$ cat src/rtl/dram_init_pkg.sv
package dram_init_pkg;

  typedef enum logic [2:0] {
    PH_OFF       = 3'd0,
    PH_RST_HOLD  = 3'd1,
    PH_POST_RST  = 3'd2,
    PH_CLK_STAB  = 3'd3,
    PH_INIT_WAIT = 3'd4,
    PH_READY     = 3'd5
  } init_phase_e;

  // Bit 0 is gear_down; fields packed upward.
  typedef struct packed {
    logic [2:0] ca_par_lat;
    logic [2:0] cs_cmd_lat;
    logic       max_pwr_save;
    logic       per_dev_addr;
    logic       gear_down;
  } mr_dflt_t;

  localparam mr_dflt_t MR_RESET_DEFAULT = '0;

  function automatic longint cdiv(longint num, longint den);
    return (num + den - 1) / den;
  endfunction

  function automatic longint lmax(longint a, longint b);
    return (a > b) ? a : b;
  endfunction

endpackage

$ cat src/rtl/init_phase_timer.sv
module init_phase_timer #(
  parameter int CW = 8
) (
  input  logic          clk,
  input  logic          rst_n,
  input  logic          load,
  input  logic [CW-1:0] load_val,
  output logic          expired
);

  logic [CW-1:0] cnt_q;

  always_ff @(posedge clk or negedge rst_n) begin
    if (!rst_n) begin
      cnt_q <= '0;
    end else if (load) begin
      cnt_q <= load_val;
    end else if (cnt_q != '0) begin
      cnt_q <= cnt_q - 1'b1;
    end
  end

  assign expired = (cnt_q == '0);

endmodule

$ cat src/rtl/init_phase_fsm.sv
module init_phase_fsm
  import dram_init_pkg::*;
#(
  parameter int CW     = 8,
  parameter int N_RST  = 4,
  parameter int N_POST = 4,
  parameter int N_STAB = 5,
  parameter int N_INIT = 4
) (
  input  logic          clk,
  input  logic          rst_n,
  input  logic          pwr_good,
  input  logic          expired,
  output init_phase_e   phase_q,
  output init_phase_e   phase_d,
  output logic          load,
  output logic [CW-1:0] load_val
);

  localparam logic [CW-1:0] L_RST  = CW'(N_RST - 1);
  localparam logic [CW-1:0] L_POST = CW'(N_POST - 1);
  localparam logic [CW-1:0] L_STAB = CW'(N_STAB - 1);
  localparam logic [CW-1:0] L_INIT = CW'(N_INIT - 1);

  always_comb begin
    phase_d  = phase_q;
    load     = 1'b0;
    load_val = '0;
    if (!pwr_good) begin
      phase_d = PH_OFF;
    end else begin
      unique case (phase_q)
        PH_OFF: begin
          phase_d  = PH_RST_HOLD;
          load     = 1'b1;
          load_val = L_RST;
        end
        PH_RST_HOLD: if (expired) begin
          phase_d  = PH_POST_RST;
          load     = 1'b1;
          load_val = L_POST;
        end
        PH_POST_RST: if (expired) begin
          phase_d  = PH_CLK_STAB;
          load     = 1'b1;
          load_val = L_STAB;
        end
        PH_CLK_STAB: if (expired) begin
          phase_d  = PH_INIT_WAIT;
          load     = 1'b1;
          load_val = L_INIT;
        end
        PH_INIT_WAIT: if (expired) begin
          phase_d = PH_READY;
        end
        PH_READY: phase_d = PH_READY;
        default:  phase_d = PH_OFF;
      endcase
    end
  end

  always_ff @(posedge clk or negedge rst_n) begin
    if (!rst_n) begin
      phase_q <= PH_OFF;
    end else begin
      phase_q <= phase_d;
    end
  end

endmodule

$ cat src/rtl/init_pin_map.sv
module init_pin_map
  import dram_init_pkg::*;
(
  input  logic        clk,
  input  logic        rst_n,
  input  init_phase_e phase_q,
  input  init_phase_e phase_d,
  input  logic        rtt_nom_en,
  input  logic        odt_park,
  output logic        mem_reset_n,
  output logic        mem_ck_en,
  output logic        mem_cke,
  output logic        mem_odt,
  output logic        cmd_deselect,
  output logic        init_done
);

  logic odt_q;

  // ODT is latched once, on the edge that raises clock-enable.
  always_ff @(posedge clk or negedge rst_n) begin
    if (!rst_n) begin
      odt_q <= 1'b0;
    end else if (phase_d == PH_OFF) begin
      odt_q <= 1'b0;
    end else if (phase_q == PH_CLK_STAB && phase_d == PH_INIT_WAIT) begin
      odt_q <= odt_park & ~rtt_nom_en;
    end
  end

  always_comb begin
    mem_reset_n  = 1'b0;
    mem_ck_en    = 1'b0;
    mem_cke      = 1'b0;
    cmd_deselect = 1'b0;
    init_done    = 1'b0;
    unique case (phase_q)
      PH_POST_RST: mem_reset_n = 1'b1;
      PH_CLK_STAB: begin
        mem_reset_n  = 1'b1;
        mem_ck_en    = 1'b1;
        cmd_deselect = 1'b1;
      end
      PH_INIT_WAIT: begin
        mem_reset_n  = 1'b1;
        mem_ck_en    = 1'b1;
        mem_cke      = 1'b1;
        cmd_deselect = 1'b1;
      end
      PH_READY: begin
        mem_reset_n = 1'b1;
        mem_ck_en   = 1'b1;
        mem_cke     = 1'b1;
        init_done   = 1'b1;
      end
      default: ;
    endcase
  end

  assign mem_odt = odt_q;

endmodule

$ cat src/rtl/dram_pwrup_seq.sv
module dram_pwrup_seq
  import dram_init_pkg::*;
#(
  parameter int unsigned CLK_PS      = 4000,
  parameter int unsigned RST_HOLD_NS = 200000,
  parameter int unsigned POST_RST_NS = 500000,
  parameter int unsigned CK_STAB_NS  = 10,
  parameter int unsigned CK_STAB_MIN = 5,
  parameter int unsigned DLLK_CYC    = 768,
  parameter int unsigned ZQINIT_CYC  = 1024
) (
  input  logic       clk,
  input  logic       rst_n,
  input  logic       pwr_good,
  input  logic       rtt_nom_en,
  input  logic       odt_park,
  output logic       mem_reset_n,
  output logic       mem_ck_en,
  output logic       mem_cke,
  output logic       mem_odt,
  output logic       cmd_deselect,
  output logic       init_done,
  output logic [2:0] phase,
  output logic [8:0] mr_dflt
);

  localparam int N_RST  = int'(lmax(cdiv(longint'(RST_HOLD_NS) * 1000, longint'(CLK_PS)), 1));
  localparam int N_POST = int'(lmax(cdiv(longint'(POST_RST_NS) * 1000, longint'(CLK_PS)), 1));
  localparam int N_STAB = int'(lmax(lmax(cdiv(longint'(CK_STAB_NS) * 1000, longint'(CLK_PS)),
                                         longint'(CK_STAB_MIN)), 1));
  localparam int N_INIT = int'(lmax(lmax(longint'(DLLK_CYC), longint'(ZQINIT_CYC)), 1));
  localparam int N_MAX  = int'(lmax(lmax(N_RST, N_POST), lmax(N_STAB, N_INIT)));
  localparam int CW     = $clog2(N_MAX + 1);

  init_phase_e   phase_q;
  init_phase_e   phase_d;
  logic          tmr_load;
  logic [CW-1:0] tmr_val;
  logic          tmr_expired;

  init_phase_timer #(.CW(CW)) u_timer (
    .clk      (clk),
    .rst_n    (rst_n),
    .load     (tmr_load),
    .load_val (tmr_val),
    .expired  (tmr_expired)
  );

  init_phase_fsm #(
    .CW(CW), .N_RST(N_RST), .N_POST(N_POST), .N_STAB(N_STAB), .N_INIT(N_INIT)
  ) u_fsm (
    .clk      (clk),
    .rst_n    (rst_n),
    .pwr_good (pwr_good),
    .expired  (tmr_expired),
    .phase_q  (phase_q),
    .phase_d  (phase_d),
    .load     (tmr_load),
    .load_val (tmr_val)
  );

  init_pin_map u_pins (
    .clk          (clk),
    .rst_n        (rst_n),
    .phase_q      (phase_q),
    .phase_d      (phase_d),
    .rtt_nom_en   (rtt_nom_en),
    .odt_park     (odt_park),
    .mem_reset_n  (mem_reset_n),
    .mem_ck_en    (mem_ck_en),
    .mem_cke      (mem_cke),
    .mem_odt      (mem_odt),
    .cmd_deselect (cmd_deselect),
    .init_done    (init_done)
  );

  assign phase   = phase_q;
  assign mr_dflt = MR_RESET_DEFAULT;

endmodule

$ cat config.mk
export PLATFORM = sky130hd
export DESIGN_NAME = dram_pwrup_seq
export DESIGN_NICKNAME = d
export VERILOG_FILES = /design/src/rtl/dram_init_pkg.sv /design/src/rtl/init_phase_timer.sv /design/src/rtl/init_phase_fsm.sv /design/src/rtl/init_pin_map.sv /design/src/rtl/dram_pwrup_seq.sv
export SDC_FILE = /design/constraint.sdc
export NUM_CORES = 1
export LEC_CHECK = 0
export ABC_AREA = 1
export BUFFER_PORTS_ARGS = -buffer_cell sky130_fd_sc_hd__buf_2
export CAP_MARGIN = 20
export CORE_ASPECT_RATIO = 0.6
export CORE_MARGIN = 5
export CORE_UTILIZATION = 45
export CTS_BUF_LIST = sky130_fd_sc_hd__clkbuf_8
export DETAILED_ROUTE_END_ITERATION = 8
export PLACE_DENSITY = 0.64
export SLEW_MARGIN = 20
export SYNTH_ARGS = -nofsm -noshare
export SYNTH_HDL_FRONTEND = slang
export SYNTH_SLANG_ARGS = --single-unit
$ cat constraint.sdc
create_clock -name clk -period 2.6 [get_ports clk]
set_input_delay 0 -clock clk [delete_from_list [all_inputs] [get_ports clk]]
set_output_delay 0 -clock clk [all_outputs]
set_load 0.02 [all_outputs]
### Yosys cells after proc, flatten, opt, wreduce, memory -nomap -nowiden

Cells that the tools add are included.

| cells by class | value |
|---|---|
| multiplexer cells | 23 |
| bitwise logic cells | 2 |
| equal/unequal tests | 6 |
| add/subtract/negate cells | 1 |
| reduce and logical (&&, ||, !) cells | 12 |

Operators with widths:

| kind | number |
|---|---|
| $mux W17 | 4 |
| $pmux W17 S4 | 1 |
| $mux W3 | 6 |
| $pmux W3 S6 | 1 |
| $logic_not A17 Y1 | 1 |
| $reduce_bool A17 Y1 | 1 |
| $sub A17 B1 Y17 const B | 1 |
| $mux W10 | 1 |
| $eq A3 B3 Y1 const B | 3 |
| $mux W1 | 9 |
| $eq A3 B2 Y1 const B | 2 |
| $logic_not A3 Y1 | 2 |
| $reduce_or A3 Y1 | 2 |
| $reduce_bool A2 Y1 | 2 |
| $reduce_or A2 Y1 | 2 |
| $reduce_or A4 Y1 | 1 |
| $eq A3 B1 Y1 const B | 1 |
| $pmux W1 S2 | 1 |
| $and A1 B1 Y1 | 1 |
| $logic_and A1 B1 Y1 | 1 |
| $not A1 Y1 | 1 |

| storage, ports and cells | value |
|---|---|
| output and inout port bits | 18 |
| logic and storage cells | 47 |
| input bits | 5 |
| flip-flop bits (word level) | 21 |

### Logic depth before layout (Yosys ltp)

Gate-level depths: netlist (run 1).

| depth | value |
|---|---|
| depth after elaboration | 8 |
| mapped depth | 14 |
| gate-level depth less buffers | 14 |

### By module

A second synthesis (run 1) with hierarchy kept.

| second synthesis, totals | value |
|---|---|
| cells, all modules | 245 |
| area total of the unflattened synthesis | 1671.6 um^2 |

Modules (own cells, without submodules):

| module | area an instance (um^2) | cells an instance | times used |
|---|---|---|---|
| init_phase_timer | 1181.1 | 170 | 1 |
| init_phase_fsm | 300.3 | 44 | 1 |
| init_pin_map | 118.9 | 21 | 1 |
| dram_pwrup_seq | 71.3 | 10 | 1 |

### Least setup slack after synthesis (run 1)

No wires, ideal clock.

| timing path | value |
|---|---|
| path type | register to register |
| from | register u_fsm.phase_q[2] |
| to | register u_timer.cnt_q[15] |
| clock period less this slack | 1828 ps |
| setup slack | 772 ps |
| arrival time | 1750 ps |
| buffers on the path | 2 |
| cell stages (with the launch flop) | 11 |
| setup time | 77 ps |
| cells stage by stage | dfrtp_1 buf_2 inv_1 ha_1 o21bai_1 inv_1 o21ai_2 nand2_4 buf_4 nand3_1 a21oi_1 |

| between the ends | value |
|---|---|
| cells in the longest elaborated chain, start to end | 5 |
| elaborated cells on any way between the ends | 11 |
| those cells by class | eq/ne (3); mux (5); reduce/logical (3) |

RTL lines:

| item | RTL line | RTL |
|---|---|---|
| from (decl) | init_phase_fsm.sv:14 | `output init_phase_e phase_q,` |
| from (signal assigned) | init_phase_fsm.sv:66 | `phase_q <= phase_d;` |
| $eq A3 B1 Y1 or $eq A3 B2 Y1 (tied branches) | init_phase_fsm.sv:32 | `unique case (phase_q)` |
| $reduce_or A3 Y1 (no line) | n/a |  |
| $pmux W1 S2 | init_phase_fsm.sv:32 |  |
| $mux W1 | init_phase_fsm.sv:29 | `if (!pwr_good) begin` |
| $mux W17 or $reduce_bool A2 Y1 (tied branches) | n/a |  |
| to (signal assigned) | init_phase_timer.sv:17 | `cnt_q <= load_val;` |
| to (signal assigned) | init_phase_timer.sv:19 | `cnt_q <= cnt_q - 1'b1;` |
| to (decl) | init_phase_timer.sv:11 | `logic [CW-1:0] cnt_q;` |

Several ways; a longest one is shown, not always the timed one.
A chain may end at the register's enable or synchronous reset.

### Final worst setup path (run 1)

| timing path | value |
|---|---|
| from | register u_fsm.phase_q[2] |
| to | register u_timer.cnt_q[7] |

The elaborated chain is that of the path after synthesis.

==> results of run 1 <==
## layout by cell type (no fill, tap or decap), types with 2 or more instances in the layout
cell,n
a21oi_1,13
buf_2,13
clkbuf_8,3
conb_1,9
dfrtp_1,21
ha_1,7
inv_1,34
inv_2,2
nand2_1,37
nand2_2,7
nand3_1,17
nand4_1,4
nor2_1,34
nor2_2,5
nor2_4,2
nor3_1,4
o21ai_0,8
o21ai_2,2
xor2_1,7
## per-stage QoR
stage               setup slack, ns  std cells  instance area, um2  power (W)
floorplan                     0.772        233                1630    0.00108
global placement              0.647        280                1670    0.00121
detailed placement            0.598        280                1670    0.00121
CTS                           0.580        285                1720    0.00144
global route                  0.385        285                1720    0.00157
finish                        0.582        285                1720    0.00143
## worst max-delay path by stage
stage                startpoint  depth (start not counted)  slack, ns                end
6_report       u_fsm.phase_q[2]                          9       0.58   u_timer.cnt_q[7]
5_1_grt        u_timer.cnt_q[0]                         12       0.39   u_timer.cnt_q[7]
4_1_cts        u_fsm.phase_q[2]                          9       0.58   u_timer.cnt_q[7]
3_5_place_dp   u_fsm.phase_q[2]                          9       0.60   u_timer.cnt_q[7]
3_3_place_gp   u_timer.cnt_q[0]                         12       0.65   u_timer.cnt_q[7]
2_1_floorplan  u_fsm.phase_q[2]                         10       0.77  u_timer.cnt_q[15]
## worst register-to-register path, stage by stage, from the launching register on
cell and delay (ns):
dfrtp_1 0.60, inv_1 0.19, ha_1 0.23, o21bai_1 0.15, inv_1 0.08, o21ai_2 0.07, nand2_4 0.22, clkinv_2 0.12
nand3_1 0.16, a21oi_1 0.09
## kinds of logic (layout without fill, tap and decap cells)
kind of cell             Yosys count  count (layout)  synth area share, %
buffers and inverters             47              54                 13.6
flip-flops                        21              21                 32.9
XOR/XNOR                           8               8                 4.39
AND/OR/NAND/NOR                  115             115                 34.4
other                              1               9                0.235
AO/OA/AOI/OAI                     26              26                 9.02
adder cells (fa/ha/maj)            7               7                 5.49
## cell type report
cell class                      count  area [um2]  area share, %
Sequential cell                    21         526           30.5
Inverter                           36         136           7.92
Clock inverter                      1        3.75          0.218
Timing Repair Buffer               14        75.1           4.36
Tap cell                           45        56.3           3.27
Clock buffer                        3        41.3           2.40
Multi-Input combinational cell    165         883           51.3
## layer usage
| metal | up-vias | track usage, % | routed length [um] |
|---|---|---|---|
| met5 | - | 0 | 0 |
| met4 | 0 | 2.00 | 10 |
| met3 | 2 | 3.99 | 223 |
| met2 | 33 | 22.4 | 1460 |
| met1 | 645 | 24.3 | 1850 |
| li1 | 719 | - | - |
## state kept, by name, summed over array words and instances (netlist names)
signal	flops
u_timer.cnt_q	17
u_fsm.phase_q	3
u_pins.mem_odt	1
## power breakdown
group	total (W)	switching [W]	leakage (nW)	internal (W)
logic	0.000680	0.000438	0.659	0.000242
registers	0.000534	0.0000995	0.271	0.000434
clock network	0.000219	0.000114	0.0269	0.000106
## repair_timing
item / in CTS / in global routing
hold buffers: 1 / 0
endpoints found under the hold margin: 21 / 0
setup endpoints to repair: 0 / 0
==> flow_metrics.tcl, run 1 <==
set metrics [dict create \
    synth_area_leaders "dfrtp_1 (33%), nand2_1 (8.7%), nor2_1 (8.0%)" \
    synth_top_area_share_pct 32.9 \
    avgSynthCellArea_um2 7.09 \
    drive_gt1_share_pct 16.3 \
    r2r_cells 9 \
    relSlewSlack_pct 66.4 \
    power_density_nw_per_um2 832 \
    min_path_cells 3 \
    rsz0062_at_grt "no" \
    core_area_um2 3320 \
    min_path_type "input pin to flop" \
    period_share_pct 77.6 \
    die_area_um2 4870 \
    period_needed_ns 2.02 \
    synth_async_sr_flop_share_pct 100 \
    antennaDiodeCount 0 \
    cts_max_path_buffers 2 \
    slew_viol_final 0 \
    antenna_found_initial 0 \
    wl_per_cell_um 12.4 \
    gp_congestion 0.826 \
    cpLargestDelayFamily "flip-flops" \
    ys_top_cells_by_count "nand2_1 (37), nor2_1 (34), inv_1 (33), dfrtp_1 (21), nand3_1 (17)" \
    remaining_drc_errors 0 \
    synth_most_common_cell "nand2_1" \
    min_to "u_fsm.phase_q[2]" \
    io_pins 23 \
    post_cts_resized 0 \
    critPathLaunchType "flop" \
    synth_largest_area_cell "dfrtp_1" \
    cts_made_buffers 3 \
    fill_cells 358 \
    clk-insertion-delay-late_ns 0.27 \
    viasPerCell 4.91 \
    hpwl_um 2760 \
    crit_path_end_kind "flop" \
    drt_wl_total_um 3540 \
    clock-sinks 21 \
    seq_area_frac_synth_pct 32.9 \
    cts_setup_buffers 0 \
    grt_max_degree 22 \
    initial_utilization_pct 48.0 \
    die_h_um 56.1 \
    path_class "flop to flop" \
    hp-start "pwr_good" \
    status "finished clean" \
    critPathBufInv 3 \
    fmax_ghz 0.496 \
    htreeDepth 1 \
    max-vdd-ir-drop_v 0.000340 \
    cp_cell_sequence "inv_1 -> ha_1 -> o21bai_1 -> inv_1 -> o21ai_2 -> nand2_4 -> clkinv_2 -> nand3_1 -> a21oi_1" \
    vias 1399 \
    fin_tns_setup_ns 0 \
    r2r-start "u_fsm.phase_q[2]" \
    fin_worst_skew_ns 0.00491 \
    ff2ff_setup_slack_ns 0.58 \
    nNetsFinal 253 \
    port_buffers 13 \
    cp.required_ns 2.75 \
    grt-ovfl-total 0 \
    drt_first_pass_iters 4 \
    grt_pass1_wl_um 6150 \
    clk_transition_reported_paths_ns 0.08 \
    finalHoldViolations 0 \
    synth.cell_area_um2 1600 \
    cts-root-buf "clkbuf_8" \
    synth_cells 225 \
    arrival_ns 2.17 \
    cap_violations 0 \
    worst_pin_slew_ns 0.505 \
    r2r-end "u_timer.cnt_q[7]" \
    fp.dieW_um 86.9 \
    utilization_pct 51.8 \
    yosys_warnings 0 \
    crit_path_frequent_cell "inv_1" \
    std_cell_rows 16 \
    drt_iter0_markers 93 \
    power.leakage_nw 0.957 \
    crit_fanout 18 \
    grt_pass1_vias 1272 \
    slowest_delay_ns 0.60 \
    antenna_left 0 \
    synthFlopType "dfrtp_1" \
    synth_edf_count 0 \
    ys_types 29 \
    track_usage_pct 15.8 \
    ys_seq_elements 21 \
    area_growth_pct 7.92 \
    crit_slowest_cell "dfrtp_1" \
    cts_tree "built" \
    setup_viol 0 \
    fin_hold_ws_ns 0.00390 \
]
Power figures use the tool's default switching activity.
==> run 2, diff against run 1 <==
clock period = 2.01 ns   (was 2.6 ns; I/O delays follow)
==> flow_metrics.tcl, run 2 (same netlist as run 1, synthesis figures left out) <==
set metrics [dict create \
    status "finished clean" \
    critPathLaunchType "flop" \
    cap_violations 0 \
    fin_tns_setup_ns 0 \
    antenna_found_initial 0 \
    crit_path_frequent_cell "nand2_4" \
    clk_transition_reported_paths_ns 0.08 \
    cts_made_buffers 3 \
    fin_worst_skew_ns 0.00357 \
    power_w 0.00199 \
    crit_path_end_kind "flop" \
    initial_utilization_pct 48.0 \
    final_common_cell "nand2_1" \
    crit_slowest_cell "dfrtp_1" \
    drt_wl_total_um 3890 \
    cp_cell_sequence "inv_2 -> ha_4 -> inv_1 -> nor2_2 -> nand2_2 -> nor2_4 -> nand2_4 -> o21ai_4 -> nand2_4 -> buf_4 -> o21ai_0 -> a21oi_1" \
    track_usage_pct 16.2 \
    crit_fanout 6 \
    period_share_pct 95.0 \
    fp.dieW_um 86.9 \
    path_class "flop to flop" \
    drt_first_pass_iters 4 \
    mostFrequentLayoutCells "nand2_1 (36), nor2_1 (33), inv_1 (32)" \
    period_needed_ns 1.91 \
    grt_pass1_vias 1324 \
    clock-sinks 21 \
    slowest_delay_ns 0.40 \
    power.leakage_nw 1.03 \
    core_area_um2 3320 \
    gp_congestion 0.879 \
    cts_tree "built" \
    min_path_type "input pin to flop" \
    area_growth_pct 17.3 \
    cpLargestDelayFamily "simple AND/OR/NAND/NOR gates" \
    stdcell_count 296 \
    cts-root-buf "clkbuf_8" \
    hpwl_um 2920 \
    io_pins 23 \
    antenna_left 0 \
    grt-ovfl-total 0 \
    vias 1479 \
    htreeDepth 1 \
    antennaDiodeCount 0 \
    cts_max_path_buffers 2 \
    nNetsFinal 264 \
    drive_gt1_share_pct 24.3 \
    std_cell_rows 16 \
    dp_cells 284 \
    die_area_um2 4870 \
    setup_viol 0 \
    drt_iter0_markers 86 \
    fill_cells 327 \
    top_register "u_timer.cnt_q" \
    port_buffers 13 \
    cp.required_ns 2.16 \
    wl_per_cell_um 13.1 \
    remaining_drc_errors 0 \
    grt_max_degree 22 \
    slew_viol_final 0 \
    viasPerCell 5.00 \
    grt_pass1_wl_um 6260 \
    die_h_um 56.1 \
    finalHoldViolations 0 \
    clk-insertion-delay-late_ns 0.26 \
    largest_reg_flops 17 \
    power_density_nw_per_um2 1060 \
    arrival_ns 2.06 \
    max-vdd-ir-drop_v 0.000454 \
    critPathBufInv 3 \
    fmax_ghz 0.524 \
]
run 2: area by class of cell:
cell class,count,area [um2],share of cell area (%)
Clock inverter,1,3.75,0.201
Clock buffer,3,41.3,2.21
Timing Repair Buffer,24,158,8.43
Multi-Input combinational cell,166,950,50.8
Inverter,36,136,7.29
Tap cell,45,56.3,3.01
Sequential cell,21,526,28.1
run 2: what timing repair did:
action	in CTS	in global routing
pin swaps	1	7
gates resized for setup	0	18
hold buffers	1	0
setup buffers	4	2
endpoints found under the setup margin	1	16
cloned	0	1
endpoints found under the hold margin	21	0
run 2: power by group:
part	switching (W)	internal [W]	total, W
combinational	0.000627	0.000384	0.00101
clock	0.000144	0.000136	0.000280
sequential	0.000138	0.000562	0.000700
total	0.000909	0.00108	0.00199
run 2: worst min-delay path: stages:
cell    delay [ns]
buf_2         0.14
inv_1         0.08
nor2_1        0.05
run 2: path summary, 6_finish.rpt:
kind	from	to	slack, ns	depth (start not counted)
max in group asynchronous	rst_n	u_fsm.phase_q[2]	1.44	2
min	pwr_good	u_fsm.phase_q[2]	0.04	3
max	u_timer.cnt_q[1]	u_timer.cnt_q[2]	0.10	12
max reg2reg	u_timer.cnt_q[1]	u_timer.cnt_q[2]	0.10	12
min in group asynchronous	rst_n	u_timer.cnt_q[2]	0.23	2
min reg2reg	u_timer.cnt_q[0]	u_timer.cnt_q[0]	0.55	2
run 2: routing by layer:
layer	GRT usage [%]	wire length (um)	up-vias	part of all wire, %
met5	0	0	-	0
met4	2.22	0	0	0
met3	3.70	257	0	6.6
met2	24.9	1760	40	45
met1	23.4	1880	696	48
li1	-	-	743	-
run 2: metrics by stage:
step | setup slack, ns | utilization [%] | hold slack [ns] | cell area, um2
after floorplan | 0.182 | - | -0.296 | 1630
after global placement | 0.0196 | 51.1 | -0.00720 | 1700
after detailed placement | 0.00590 | 51.1 | -0.00119 | 1700
after CTS | 0.0442 | 53.6 | 0.0117 | 1780
after global routing | -0.0162 | 56.3 | 0.0396 | 1870
final | 0.101 | 56.3 | 0.0368 | 1870
